==> src/rtl/exc_frame_pkg.sv <==
// Package: shared field widths and sequencer state encoding for the
// exception stack frame builder. Assumes a 32-bit longword frame.
package exc_frame_pkg;
    localparam int unsigned LW_W     = 32;
    localparam int unsigned VEC_W    = 8;
    localparam int unsigned FS_W     = 4;
    localparam int unsigned SR_W     = 16;
    localparam int unsigned FMT_W    = 4;
    localparam int unsigned LW_BYTES = 4;

    typedef enum logic [1:0] {
        ST_IDLE    = 2'd0,
        ST_PUSH_PC = 2'd1,
        ST_PUSH_FV = 2'd2,
        ST_ISSUE   = 2'd3
    } frame_state_e;
endpackage

==> src/rtl/exc_frame_fmt.sv <==
// Module: exc_frame_fmt
// Purely combinational frame composer. It aligns the stack pointer and
// builds the format/vector/status longword and the return-address longword.
// It also forms the vector table address. Assumes ADDR_W = 32 so that one
// address fills one longword.
module exc_frame_fmt
    import exc_frame_pkg::*;
#(
    parameter int unsigned ADDR_W      = 32,
    parameter int unsigned ACCESS_VEC  = 2,
    parameter int unsigned ADDRESS_VEC = 3,
    parameter int unsigned TRAP_FIRST  = 32,
    parameter int unsigned TRAP_COUNT  = 16
) (
    input  logic [VEC_W-1:0]  vector,
    input  logic [FS_W-1:0]   fs,
    input  logic [SR_W-1:0]   sr,
    input  logic              use_next,
    input  logic [ADDR_W-1:0] fault_pc,
    input  logic [ADDR_W-1:0] next_pc,
    input  logic [ADDR_W-1:0] ssp,
    input  logic [ADDR_W-1:0] vbr,
    output logic [LW_W-1:0]   fv_word,
    output logic [LW_W-1:0]   pc_word,
    output logic [ADDR_W-1:0] frame_base,
    output logic [ADDR_W-1:0] vec_addr
);
    localparam int unsigned CMP_W    = VEC_W + 1;
    localparam int unsigned TRAP_END = TRAP_FIRST + TRAP_COUNT;

    logic             is_trap;
    logic             keep_fs;
    logic [FS_W-1:0]  fs_eff;
    logic [FMT_W-1:0] fmt;

    // Classify the vector: trap range and fault-status carrying vectors.
    always_comb begin
        is_trap = ({1'b0, vector} >= CMP_W'(TRAP_FIRST)) &&
                  ({1'b0, vector} <  CMP_W'(TRAP_END));
        keep_fs = (vector == VEC_W'(ACCESS_VEC)) ||
                  (vector == VEC_W'(ADDRESS_VEC));
        fs_eff  = keep_fs ? fs : '0;
    end

    // Format field records the alignment distance: 4 + low two bits.
    always_comb begin
        fmt        = {2'b01, ssp[1:0]};
        frame_base = {ssp[ADDR_W-1:2], 2'b00};
    end

    // Pack the two frame longwords and the vector fetch address.
    always_comb begin
        fv_word  = {fmt, fs_eff[3:2], vector, fs_eff[1:0], sr};
        pc_word  = (use_next || is_trap) ? next_pc : fault_pc;
        vec_addr = vbr + ADDR_W'({vector, 2'b00});
    end
endmodule

==> src/rtl/exc_frame_seq.sv <==
// Module: exc_frame_seq
// Sequencer: it captures a composed frame on acceptance, pushes the two
// longwords through the valid/ready port, pulses the vector address and
// publishes the new stack pointer. It also holds the interrupt-inhibit
// flag. Assumes the composed inputs are valid whenever req_valid is high.
module exc_frame_seq
    import exc_frame_pkg::*;
#(
    parameter int unsigned ADDR_W = 32
) (
    input  logic              clk,
    input  logic              rst_n,
    input  logic              req_valid,
    input  logic [LW_W-1:0]   fv_word,
    input  logic [LW_W-1:0]   pc_word,
    input  logic [ADDR_W-1:0] frame_base,
    input  logic [ADDR_W-1:0] vec_addr_in,
    input  logic              handler_retire,
    input  logic              mem_wready,
    output logic              busy,
    output logic              mem_wvalid,
    output logic [ADDR_W-1:0] mem_waddr,
    output logic [LW_W-1:0]   mem_wdata,
    output logic              vec_valid,
    output logic [ADDR_W-1:0] vec_addr,
    output logic [ADDR_W-1:0] ssp_out,
    output logic              irq_inhibit
);
    localparam logic [ADDR_W-1:0] PC_OFS = ADDR_W'(LW_BYTES);
    localparam logic [ADDR_W-1:0] FV_OFS = ADDR_W'(2 * LW_BYTES);

    frame_state_e      state_q;
    logic [LW_W-1:0]   fv_q;
    logic [LW_W-1:0]   pc_q;
    logic [ADDR_W-1:0] base_q;
    logic [ADDR_W-1:0] vaddr_q;
    logic [ADDR_W-1:0] ssp_q;
    logic              inh_q;
    logic              accept;

    // Acceptance happens only in the idle state.
    always_comb accept = req_valid && (state_q == ST_IDLE);

    // Frame sequence state, captured frame contents and published SSP.
    always_ff @(posedge clk) begin
        if (!rst_n) begin
            state_q <= ST_IDLE;
            fv_q    <= '0;
            pc_q    <= '0;
            base_q  <= '0;
            vaddr_q <= '0;
            ssp_q   <= '0;
        end else begin
            unique case (state_q)
                ST_IDLE: if (accept) begin
                    fv_q    <= fv_word;
                    pc_q    <= pc_word;
                    base_q  <= frame_base;
                    vaddr_q <= vec_addr_in;
                    state_q <= ST_PUSH_PC;
                end
                ST_PUSH_PC: if (mem_wready) state_q <= ST_PUSH_FV;
                ST_PUSH_FV: if (mem_wready) begin
                    ssp_q   <= base_q - FV_OFS;
                    state_q <= ST_ISSUE;
                end
                ST_ISSUE: state_q <= ST_IDLE;
                default:  state_q <= ST_IDLE;
            endcase
        end
    end

    // Inhibit flag: set on acceptance, cleared by an idle retire.
    always_ff @(posedge clk) begin
        if (!rst_n)                                  inh_q <= 1'b0;
        else if (accept)                             inh_q <= 1'b1;
        else if (state_q == ST_IDLE && handler_retire) inh_q <= 1'b0;
    end

    // Write port and status outputs decoded from the sequence state.
    always_comb begin
        mem_wvalid  = (state_q == ST_PUSH_PC) || (state_q == ST_PUSH_FV);
        mem_waddr   = (state_q == ST_PUSH_PC) ? base_q - PC_OFS : base_q - FV_OFS;
        mem_wdata   = (state_q == ST_PUSH_PC) ? pc_q : fv_q;
        vec_valid   = (state_q == ST_ISSUE);
        vec_addr    = vaddr_q;
        busy        = (state_q != ST_IDLE);
        ssp_out     = ssp_q;
        irq_inhibit = inh_q;
    end
endmodule

==> src/rtl/exc_frame_builder.sv <==
// Module: exc_frame_builder (top)
// Builds a two-longword exception frame on the supervisor stack and then
// issues the vector fetch address. Assumes requests arrive only while busy
// is low, and that no nested fault occurs while the frame is being written.
module exc_frame_builder #(
    parameter int unsigned ADDR_W      = 32,
    parameter int unsigned ACCESS_VEC  = 2,
    parameter int unsigned ADDRESS_VEC = 3,
    parameter int unsigned TRAP_FIRST  = 32,
    parameter int unsigned TRAP_COUNT  = 16
) (
    input  logic              clk,
    input  logic              rst_n,
    input  logic              req_valid,
    input  logic [7:0]        req_vector,
    input  logic [3:0]        req_fs,
    input  logic [15:0]       req_sr,
    input  logic              req_use_next,
    input  logic [ADDR_W-1:0] req_fault_pc,
    input  logic [ADDR_W-1:0] req_next_pc,
    input  logic [ADDR_W-1:0] ssp_in,
    input  logic [ADDR_W-1:0] vbr,
    input  logic              handler_retire,
    output logic              busy,
    output logic              mem_wvalid,
    output logic [ADDR_W-1:0] mem_waddr,
    output logic [31:0]       mem_wdata,
    input  logic              mem_wready,
    output logic              vec_valid,
    output logic [ADDR_W-1:0] vec_addr,
    output logic [ADDR_W-1:0] ssp_out,
    output logic              irq_inhibit
);
    logic [31:0]       fv_word;
    logic [31:0]       pc_word;
    logic [ADDR_W-1:0] frame_base;
    logic [ADDR_W-1:0] vec_addr_c;

    exc_frame_fmt #(
        .ADDR_W(ADDR_W), .ACCESS_VEC(ACCESS_VEC), .ADDRESS_VEC(ADDRESS_VEC),
        .TRAP_FIRST(TRAP_FIRST), .TRAP_COUNT(TRAP_COUNT)
    ) u_fmt (
        .vector(req_vector), .fs(req_fs), .sr(req_sr), .use_next(req_use_next),
        .fault_pc(req_fault_pc), .next_pc(req_next_pc), .ssp(ssp_in), .vbr(vbr),
        .fv_word(fv_word), .pc_word(pc_word), .frame_base(frame_base),
        .vec_addr(vec_addr_c)
    );

    exc_frame_seq #(.ADDR_W(ADDR_W)) u_seq (
        .clk(clk), .rst_n(rst_n), .req_valid(req_valid),
        .fv_word(fv_word), .pc_word(pc_word), .frame_base(frame_base),
        .vec_addr_in(vec_addr_c), .handler_retire(handler_retire),
        .mem_wready(mem_wready), .busy(busy), .mem_wvalid(mem_wvalid),
        .mem_waddr(mem_waddr), .mem_wdata(mem_wdata), .vec_valid(vec_valid),
        .vec_addr(vec_addr), .ssp_out(ssp_out), .irq_inhibit(irq_inhibit)
    );
endmodule

==> config.mk <==
export PLATFORM = sky130hd
export DESIGN_NAME = exc_frame_builder
export DESIGN_NICKNAME = d
export VERILOG_FILES = /design/src/rtl/exc_frame_pkg.sv /design/src/rtl/exc_frame_fmt.sv /design/src/rtl/exc_frame_seq.sv /design/src/rtl/exc_frame_builder.sv
export SDC_FILE = /design/constraint.sdc
export NUM_CORES = 1
export LEC_CHECK = 0
export BUFFER_PORTS_ARGS = -buffer_cell sky130_fd_sc_hd__buf_2
export CORE_MARGIN = 10
export CORE_UTILIZATION = 50
export DETAILED_ROUTE_END_ITERATION = 10
export PLACE_DENSITY = 0.8
export SYNTH_ARGS = -nofsm -noshare
export SYNTH_HDL_FRONTEND = slang
export SYNTH_SLANG_ARGS = --single-unit
==> constraint.sdc <==
create_clock -name clk -period 3.9 [get_ports clk]
set_input_delay 0.585 -clock clk [delete_from_list [all_inputs] [get_ports clk]]
set_output_delay 0.585 -clock clk [all_outputs]
set_load 0.005 [all_outputs]
After elaboration in Yosys (flattened, before gate mapping)

Index checks and enable logic that the tools add are counted.

Bits in registers: 160
Input bits: 162
Output and inout port bits: 132
Logic and storage cells: 42

Add/sub/neg operators: 3
Order comparisons: 2
Equal/unequal tests: 8
Mux-type cells: 10
Reductions and logical operators: 12

Operators by type and width:

| cell                                                                   | count |
|---|---|
| 32-bit 2-to-1 mux                                                      | 3 |
| 32-bit by 10-bit adder with 32-bit output                              | 1 |
| 32-bit by 3-bit subtractor with 32-bit output (second input constant)  | 1 |
| 32-bit by 4-bit subtractor with 32-bit output (second input constant)  | 1 |
| 8-bit by 2-bit == test with 1-bit output (second input constant)       | 2 |
| 8-bit by 6-bit >= comparator with 1-bit output (second input constant) | 1 |
| 8-bit by 6-bit < comparator with 1-bit output (second input constant)  | 1 |
| 2-bit case mux with 4 select lines                                     | 1 |
| 2-bit 2-to-1 mux                                                       | 3 |
| 2-bit == test (second input constant)                                  | 2 |
| 4-bit 2-to-1 mux                                                       | 1 |
| 2-bit != test (second input constant)                                  | 2 |
| 2-bit AND reduction                                                    | 2 |
| 2-bit nonzero test                                                     | 2 |
| 1-bit logical AND                                                      | 3 |
| 1-bit logical OR                                                       | 3 |
| 3-bit AND reduction                                                    | 1 |
| 2-bit by 1-bit == test with 1-bit output (second input constant)       | 1 |
| 2-bit zero test                                                        | 1 |
| 1-bit 2-to-1 mux                                                       | 2 |
| 2-bit by 1-bit != test with 1-bit output (second input constant)       | 1 |

Depth between registers and ports, before layout

Gate-level depths: netlist of the first run.

Depth in word-level cells: 4
Depth in mapped cells: 9

Hierarchy

From an unflattened synthesis of the first run, not the netlist that was laid out.

Cell total of the unflattened synthesis: 1,146
Area, all modules: 9,046.2 µm²

By module, submodules not included:

| module        | instances | cells an instance | area an instance (µm²) | sequential area each (µm²) |
|---|---|---|---|---|
| exc_frame_seq | 1         | 923               | 7,295.7                | 3,263.1 |
| exc_frame_fmt | 1         | 223               | 1,750.4                | 0.0 |

Least setup slack after synthesis of the first run

OpenSTA, ideal clock, no wires.

Kind: input port to flip-flop
From: input port req_vector[0]
To: register u_seq.vaddr_q[26], in the netlist u_seq.vec_addr[26]
Library setup time: 0.074 ns
Arrival time: 2.509 ns
Slack: 1.317 ns
Stages on the path: 9
Buffers on the path: 1
Cells stage by stage: ha_1 > inv_1 > fa_1 > nor2b_1 > o2111ai_1 > and3_1 > clkbuf_1 > or4_1 > a31oi_1

Word-level cells in the longest chain between the ends: 1

RTL lines:

| element                                   | RTL line                | text |
|---|---|---|
| from (decl)                               | exc_frame_builder.sv:15 | `input logic [7:0] req_vector,` |
| 32-bit by 10-bit adder with 32-bit output | exc_frame_fmt.sv:55     | `vec_addr = vbr + ADDR_W'({vector, 2'b00});` |
| to (signal assigned)                      | exc_frame_seq.sv:59     | `vaddr_q <= vec_addr_in;` |
| to (decl)                                 | exc_frame_seq.sv:36     | `logic [ADDR_W-1:0] vaddr_q;` |

Every way passes these cells.
A chain may end at the register's enable or synchronous reset.

Worst setup path in the final report of the first run

From: register u_seq.base_q[3]
To: output port mem_waddr[21]

Word-level cells in the longest chain between the ends: 2

RTL lines:

| element                                                                                                        | RTL line                | text |
|---|---|---|
| from (decl)                                                                                                    | exc_frame_seq.sv:35     | `logic [ADDR_W-1:0] base_q;` |
| from (signal assigned)                                                                                         | exc_frame_seq.sv:58     | `base_q <= frame_base;` |
| 32-bit by 4-bit subtractor with 32-bit output or 32-bit by 3-bit subtractor with 32-bit output (tied branches) | exc_frame_seq.sv:83     | `mem_waddr = (state_q == ST_PUSH_PC) ? base_q - PC_OFS : base_q - FV_OFS;` |
| 32-bit 2-to-1 mux (*)                                                                                          | exc_frame_seq.sv:83     |  |
| to (decl)                                                                                                      | exc_frame_builder.sv:26 | `output logic [ADDR_W-1:0] mem_waddr,` |

Mark *: on every way between the ends. The rest lies on a longest branch, timed or not.

==> results of run 1 <==
per-stage QoR:
step / power [mW] / hold slack (ps)
global placement: 4.93 / 439
global route: 6.92 / 395
finish: 6.47 / 407
CTS: 6.52 / 386
detailed placement: 4.99 / 445
floorplan: 4.02 / 434
Yosys cell counts (11+ instances only):
cell type	number
a31oi_1	12
nor4_1	11
nor2_1	85
mux2i_1	37
nand2_1	145
a21oi_1	97
xor2_1	36
dfxtp_1	158
ha_1	15
a211oi_1	49
nand3_1	14
o21ai_0	48
xnor2_1	30
nor3_1	19
mux2_2	31
clkbuf_1	51
kinds of logic (layout without fill, tap and decap cells):
logic type               after synthesis  after routing  share of synthesized area
AND/OR/NAND/NOR                      338            338                      0.194
XOR/XNOR                              66             66                     0.0709
multiplexers                          68             68                     0.0882
other                                  1              5                   0.000460
flip-flops                           158            158                      0.388
adder cells (fa/ha/maj)               16             16                     0.0255
AO/OA/AOI/OAI                        235            235                      0.171
buffers and inverters                 96            339                     0.0614
flip-flops by register name, summed over array words and instances (netlist names):
register / cells
u_seq.base_q: 30
u_seq.fv_q: 31
u_seq.irq_inhibit: 1
u_seq.pc_q: 32
u_seq.ssp_out: 30
u_seq.state_q: 2
u_seq.vec_addr: 32
power groups by stage:
stage                     clock network (mW)  logic [mW]  registers, mW
after floorplan                            0        1.82           2.20
after global placement                     0        2.64           2.30
after detailed placement                   0        2.67           2.31
after CTS                               1.55        2.69           2.28
after global routing                    1.61        2.97           2.33
final                                   1.52        2.67           2.28
final cells by class:
| type | count | area, sq um | area share |
|---|---|---|---|
| antenna | 1 | 2.50 | 0.000249 |
| clock buffer | 19 | 433 | 0.0430 |
| clock inverter | 11 | 97.6 | 0.00970 |
| inverter | 11 | 43.8 | 0.00435 |
| multi-input combinational | 727 | 4520 | 0.449 |
| sequential | 158 | 3160 | 0.315 |
| tap | 216 | 270 | 0.0269 |
| timing repair buffer | 298 | 1530 | 0.152 |
worst max-delay path, delay by kind of cell, from the launching register on:
kind                       cells  cell delay, ps
buffers and inverters          2             260
xor gates and xnor gates       1             160
DFF                            1             350
adders and majority gates      1             230
and+or+nand+nor                4            1350
routing by layer:
metal,vias to the layer above,share of wire,routed length [microns]
met5,-,0,0
met4,0,0.011,267
met3,20,0.074,1830
met2,274,0.49,12100
met1,3600,0.43,10600
li1,3898,-,-
worst min path at each step:
stage	to	slack, ps	depth (start not counted)	from
CTS	u_seq.fv_q[7]	390	3	req_sr[7]
finish	u_seq.fv_q[7]	410	3	req_sr[7]
floorplan	u_seq.fv_q[0]	430	2	u_seq.fv_q[0]
global route	u_seq.fv_q[9]	390	3	req_sr[9]
detailed placement	u_seq.fv_q[18]	440	2	u_seq.fv_q[18]
global placement	u_seq.vec_addr[5]	440	2	u_seq.vec_addr[5]
==> impl_metrics.tcl, run 1 <==
set metrics [dict create \
    status "completed" \
    slowest_delay_ps 520 \
    insertion_delay_ps 410 \
    numCtsBuffers 17 \
    p_clk_frac 0.235 \
    dpl_worst_slack_ps 923 \
    layout_min_cycle_time_ps 3340 \
    die_area_sq_um 21800 \
    p_sw_frac 0.376 \
    slew_violations 0 \
    final_cell_mix "289 x buf_2, 158 x dfxtp_1, 144 x nand2_1, 96 x a21oi_1, 85 x nor2_1" \
    vias 7792 \
    die_w_microns 148 \
    crit_chain "inv_1 > ha_1 > or4b_4 > nor4b_4 > nand3_2 > nor3_1 > xor2_1 > buf_2" \
    grt_max_degree 98 \
    timing_worst_setup_path_type "register to output pin" \
    clk_pin_slew_ps 60 \
    clock.fmax_mhz 300 \
    hpwlAfterDp_microns 18400 \
    mostFrequentLayoutCell "buf_2" \
    ys_seq_area_frac 0.388 \
    cts_resized 0 \
    grt_overflow 0 \
    startpoint "u_seq.base_q[3]" \
    fillCellCount 1472 \
    synth_edf_count 0 \
    grt_pass1_wl_microns 39800 \
    syn_to_final_growth_pct 23.4 \
    drive_gt1_frac 0.308 \
    synthArstFlopShare 0 \
    nNetsFinal 1391 \
    antenna_found_initial 2 \
    crit_arrival_ps 2750 \
    root_buffer "clkbuf_16" \
    clock_sinks 158 \
    met2_usage 0.367 \
    reg2reg_slack_ps 1410 \
    path_max_fanout 6 \
    wirelength_microns 24800 \
    r2r_end "u_seq.ssp_out[29]" \
    place_inst 1410 \
    drt_iter0_markers 554 \
    groute.usage.overall 0.220 \
    coreArea_sq_um 15900 \
    htreeDepth 4 \
    synthDistinctLibCells 57 \
    drt_pre_antenna_iters 5 \
    vias_per_cell 5.41 \
    cts_tree "built" \
    required_ps 3310 \
    slowest_stage "or4b_4" \
    crit_path_end_kind "output pin" \
    period_share 0.855 \
    finalHoldViolCount 0 \
    max-clock-path-buffers 2 \
    fin_cells 1441 \
    setup_viol 0 \
    ys_ff_latch 158 \
    global_route.peak_usage_layer "met2" \
    grtUsageMet3 0.0620 \
    timing.final.ws_setup_ps 564 \
    synthCells 978 \
    ioPinCount 294 \
    slew_headroom 0.296 \
    p_per_area_nw_per_um2 643 \
    fin_tns_setup_ps 0 \
    skew_ps 11.5 \
    power_frac_comb 0.412 \
    syn_area_sq_um 8150 \
    synthTopCellsByArea "dfxtp_1 39%, nand2_1 6.7%, a21oi_1 6.0%" \
    antenna_left 0 \
    reg2reg_from "u_seq.base_q[3]" \
    post-cts-setup-buffer-count 0 \
    yosysWarnings 0 \
    yosysTopAreaCellShare 0.388 \
    rsz0062_at_grt "false" \
    endpoint "mem_waddr[21]" \
    p_leak_nw 4.48 \
    peakVddDrop_mv 0.347 \
    dpl_cell_area_sq_um 9520 \
    final_core_util 0.631 \
    switchingPower_mw 2.43 \
    hp-class "primary input to register" \
    portBuffers 289 \
    gp_congestion 0.892 \
    initial_core_util 0.511 \
    use_met1 0.270 \
    worst_pin_slew_ps 1060 \
    cap_violations 0 \
    crit_path_start_kind "register" \
    fin_area_sq_um 10100 \
    rows 46 \
    p_int_mw 4.04 \
    synthFlopType "dfxtp_1" \
    syn_area_per_cell_sq_um 8.34 \
    die_height_microns 148 \
    remaining_drc_errors 0 \
    synth_top_area_cell "dfxtp_1" \
    r2r_cells 8 \
    avgRoutedWirePerCell_microns 17.2 \
    cts.hold.buffers_added 0 \
    p_seq_frac 0.353 \
    grt_pass1_vias 7695 \
]
(Power assumes the default switching activity.)
==> run 2: changes to the inputs <==
--- a/config.mk
+++ b/config.mk
@@ -9,7 +9,7 @@
 export CORE_MARGIN = 10
 export CORE_UTILIZATION = 50
 export DETAILED_ROUTE_END_ITERATION = 10
-export PLACE_DENSITY = 0.8
+export PLACE_DENSITY = 0.91
 export SYNTH_ARGS = -nofsm -noshare
 export SYNTH_HDL_FRONTEND = slang
 export SYNTH_SLANG_ARGS = --single-unit
==> run 2 against run 1 <==
  * Fmax shrank 2.2%
  * Clock power grew 7%
  * Register-to-register slack gained 40 ps
  * Clock-buffer cell count grew 2
  * Critical path type unchanged
  * Critical endpoint is now mem_waddr[30]
  * Largest power group unchanged
  * Highest routed layer unchanged
==> impl_metrics.tcl, run 2 (synthesis results as in run 1) <==
set metrics [dict create \
    status "completed" \
    skew_ps 14.2 \
    portBuffers 289 \
    crit_chain "nor4_1 > nand3_1 > or3_1 > nor2_1 > xor2_1 > buf_2" \
    crit_path_start_kind "register" \
    cap_violations 0 \
    fillCellCount 1323 \
    remaining_drc_errors 0 \
    rsz0062_at_grt "false" \
    die_area_sq_um 21800 \
    peakVddDrop_mv 0.306 \
    gp_congestion 0.890 \
    fin_cells 1446 \
    clock.fmax_mhz 293 \
    nNetsFinal 1391 \
    timing.final.ws_setup_ps 489 \
    slew_violations 0 \
    dpl_cell_area_sq_um 9520 \
    period_share 0.875 \
    avgRoutedWirePerCell_microns 18.1 \
    layout_min_cycle_time_ps 3410 \
    hp-class "primary input to register" \
    setup_viol 0 \
    slew_headroom 0.212 \
    grt_overflow 0 \
    cts_tree "built" \
    p_per_area_nw_per_um2 656 \
    reg2reg_slack_ps 1450 \
    worst_pin_slew_ps 1180 \
    coreArea_sq_um 15900 \
    numCtsBuffers 17 \
    die_height_microns 148 \
    grt_pass1_wl_microns 41400 \
    reg2reg_from "u_seq.base_q[3]" \
    slowest_delay_ps 620 \
    wirelength_microns 26200 \
    grt_pass1_vias 8080 \
    fin_area_sq_um 10100 \
    path_max_fanout 10 \
    initial_core_util 0.511 \
    crit_arrival_ps 2830 \
    grt_max_degree 99 \
    post-cts-setup-buffer-count 0 \
    die_w_microns 148 \
    p_leak_nw 4.49 \
    drt-met1-wl_microns 10500 \
    syn_to_final_growth_pct 23.9 \
    mostFrequentLayoutCell "buf_2" \
    final_core_util 0.634 \
    groute.usage.overall 0.230 \
    ioPinCount 294 \
    drive_gt1_frac 0.308 \
    timing_worst_setup_path_type "register to output pin" \
    slowest_stage "nor4_1" \
    wl_met3_microns 2360 \
    highest_layer "met4" \
    vias_per_cell 5.63 \
    drt_iter0_markers 633 \
    holdCritStartpoint "ssp_in[27]" \
    hpwlAfterDp_microns 19100 \
    crit_path_end_kind "output pin" \
    cts_resized 0 \
    insertion_delay_ps 420 \
    fin_tns_setup_ps 0 \
    required_ps 3310 \
    antenna_left 0 \
    vias 8136 \
    cts.hold.buffers_added 0 \
    clk_pin_slew_ps 60 \
    worst_hold_path.num_cells 3 \
    r2r_end "u_seq.ssp_out[25]" \
    wl_met2_microns 12600 \
    root_buffer "clkbuf_16" \
    final_cell_mix "289 x buf_2, 158 x dfxtp_1, 144 x nand2_1, 96 x a21oi_1, 85 x nor2_1" \
    clock_sinks 158 \
    hold_end "u_seq.base_q[27]" \
    antenna_found_initial 3 \
    dpl_worst_slack_ps 933 \
    drt_pre_antenna_iters 6 \
    finalHoldViolCount 0 \
    place_inst 1410 \
    htreeDepth 4 \
    max-clock-path-buffers 2 \
    r2r_cells 8 \
    rows 46 \
]
## run 2: through the flow
step                      hold slack (ps)  power, mW
after floorplan                       434       4.02
after global placement                437       4.93
after detailed placement              442       5.01
after CTS                             384       6.64
after global routing                  390       7.05
final                                 395       6.63
## run 2: worst max-delay path by stage
stage | slack (ps) | startpoint | cells past startpoint | endpoint
finish | 490 | u_seq.base_q[8] | 6 | mem_waddr[30]
global route | 390 | u_seq.base_q[3] | 8 | mem_waddr[27]
floorplan | 1320 | req_vector[0] | 9 | u_seq.vec_addr[26]
detailed placement | 930 | req_vector[0] | 9 | u_seq.vec_addr[26]
CTS | 560 | u_seq.base_q[3] | 8 | mem_waddr[31]
global placement | 1000 | req_vector[0] | 9 | u_seq.vec_addr[30]
## run 2: worst max-delay path, delay by kind of cell, from the launching register on
kind,cells,cell delay (ps)
XOR/XNOR,1,180
buffers and inverters,1,150
flip-flops,1,430
AND/OR/NAND/NOR,4,1640
## run 2: power by group
group          internal, mW  total, mW  switching, mW
clock                 0.955       1.62          0.669
sequential             1.99       2.29          0.300
combinational          1.18       2.71           1.53
total                  4.13       6.63           2.50
## run 2: cell type report
class                           count  area (sq um)  area share
Inverter                           11          43.8     0.00433
Clock inverter                     11           118      0.0116
Timing Repair Buffer              298          1530       0.151
Antenna cell                        4          10.0    0.000991
Clock buffer                       21           450      0.0446
Tap cell                          216           270      0.0268
Multi-Input combinational cell    727          4520       0.447
Sequential cell                   158          3160       0.313
## run 2: metal layers
layer | vias up | GRT usage
li1 | 3903 | -
met1 | 3768 | 0.266
met2 | 402 | 0.384
met3 | 63 | 0.0699
met4 | 0 | 0.103
met5 | - | 0
==> run 3: changes to the inputs <==
--- a/config.mk
+++ b/config.mk
@@ -10,6 +10,7 @@
 export CORE_UTILIZATION = 50
 export DETAILED_ROUTE_END_ITERATION = 10
 export PLACE_DENSITY = 0.91
+export REMOVE_ABC_BUFFERS = 1
 export SYNTH_ARGS = -nofsm -noshare
 export SYNTH_HDL_FRONTEND = slang
 export SYNTH_SLANG_ARGS = --single-unit
==> run 3 against run 2 <==
  * Critical path depth increased by 2
  * Sequential share of layout area is 0.081 points lower
  * Design area is 0.26% higher
  * First-iteration DRC count down 15%
  * Flip-flop and latch count is the same
  * Fmax decreased by 3.9%
  * Combinational power hardly changed
  * Via count down 1.5%
==> impl_metrics.tcl, run 3 (synthesis results as in run 1) <==
set metrics [dict create \
    die_height_microns 148 \
    grt_pass1_vias 8011 \
    worst_hold_path.num_cells 3 \
    wirelength_microns 25600 \
    required_ps 3310 \
    cts_tree "built" \
    cts_resized 0 \
    dpl_worst_slack_ps 805 \
    grt_max_degree 91 \
    grt_overflow 0 \
    rows 46 \
    r2r_end "u_seq.ssp_out[21]" \
    r2r_cells 8 \
    nNetsFinal 1391 \
    hp-class "primary input to register" \
    max-clock-path-buffers 2 \
    die_w_microns 148 \
    crit_path_end_kind "output pin" \
    syn_to_final_growth_pct 24.2 \
    clock_sinks 158 \
    hpwlAfterDp_microns 19000 \
    skew_ps 8.68 \
    finalHoldViolCount 0 \
    remaining_drc_errors 0 \
    vias_per_cell 5.55 \
    post-cts-setup-buffer-count 0 \
    portBuffers 289 \
    htreeDepth 4 \
    cts.hold.buffers_added 0 \
    insertion_delay_ps 410 \
    reg2reg_from "u_seq.base_q[3]" \
    rsz0062_at_grt "false" \
    fillCellCount 1365 \
    crit_path_start_kind "register" \
    initial_core_util 0.511 \
    slew_headroom 0.303 \
    timing_worst_setup_path_type "register to output pin" \
    setup_viol 0 \
    p_per_area_nw_per_um2 660 \
    slew_violations 0 \
    use_met1 0.247 \
    grt_pass1_wl_microns 40400 \
    timing.final.ws_setup_ps 350 \
    global_route.peak_usage_layer "met2" \
    antenna_found_initial 3 \
    holdCritStartpoint "ssp_in[25]" \
    drt_iter0_markers 537 \
    die_area_sq_um 21800 \
    path_max_fanout 7 \
    drive_gt1_frac 0.309 \
    clock.fmax_mhz 282 \
    startpoint "u_seq.base_q[3]" \
    p_leak_nw 4.51 \
    peakVddDrop_mv 0.354 \
    antenna_left 0 \
    dpl_cell_area_sq_um 9520 \
    numCtsBuffers 17 \
    gp_congestion 0.943 \
    cap_violations 0 \
    status "completed" \
    crit_arrival_ps 2970 \
    period_share 0.910 \
    fin_area_sq_um 10100 \
    final_cell_mix "289 x buf_2, 158 x dfxtp_1, 144 x nand2_1, 96 x a21oi_1, 85 x nor2_1" \
    vias 8015 \
    hold_end "u_seq.base_q[25]" \
    clk_pin_slew_ps 60 \
    drt_pre_antenna_iters 5 \
    root_buffer "clkbuf_16" \
    reg2reg_slack_ps 1300 \
    final_core_util 0.635 \
    grtUsageMet3 0.0662 \
    coreArea_sq_um 15900 \
    groute.usage.overall 0.224 \
    power_mw 6.69 \
    worst_pin_slew_ps 1050 \
    layout_min_cycle_time_ps 3550 \
    ioPinCount 294 \
    met2_usage 0.393 \
    avgRoutedWirePerCell_microns 17.7 \
    mostFrequentLayoutCell "buf_2" \
]
## run 3: changes by cell type in the layout (fill, tap and decap cells not counted), sizes merged
cell	previous run	this run
bufinv	2	3
clkinv	4	3
clkinvlp	5	4
diode	4	2
## run 3: where the power goes
group | switching, mW | internal, mW | leakage (nW)
clock | 0.662 | 1.04 | 0.281
combinational | 1.53 | 1.18 | 2.93
sequential | 0.290 | 1.99 | 1.30
total | 2.48 | 4.21 | 4.51
## run 3: critical path, cell delays in order (launching register included)
cell and delay, ps:
dfxtp_1 350, inv_1 130, ha_1 230, or4b_4 520, nor4b_4 570, nand3_2 210
nor3_1 260, xor2_1 160, buf_2 130
## run 3: per-layer routing
layer	vias up	routed length, microns
li1	3904	-
met1	3729	10000
met2	337	12900
met3	43	1990
met4	2	661
met5	-	7
## run 3: worst max-delay path by stage
| stage | endpoint | cells after the start |
|---|---|---|
| detailed placement | mem_waddr[21] | 8 |
| floorplan | u_seq.fv_q[16] | 6 |
| CTS | mem_waddr[21] | 8 |
| finish | mem_waddr[21] | 8 |
| global placement | mem_waddr[21] | 8 |
| global route | mem_waddr[21] | 8 |
## run 3: final cells by class
cell class                 count  area, sq um  share of cell area
clock inverter                10          139              0.0137
timing repair buffer         298         1530               0.151
sequential                   158         3160               0.312
tap                          216          270              0.0267
clock buffer                  21          460              0.0455
antenna                        2         5.00            0.000494
multi-input combinational    727         4520               0.446
inverter                      11         43.8             0.00432
## run 3: metrics by stage
stage          cells  TNS [ps]  hold slack (ps)
6_report        1443         0              407
3_5_place_dp    1410         0              445
2_1_floorplan    896     -2870              434
3_3_place_gp    1410         0              437
5_1_grt         1443         0              395
4_1_cts         1441         0              385
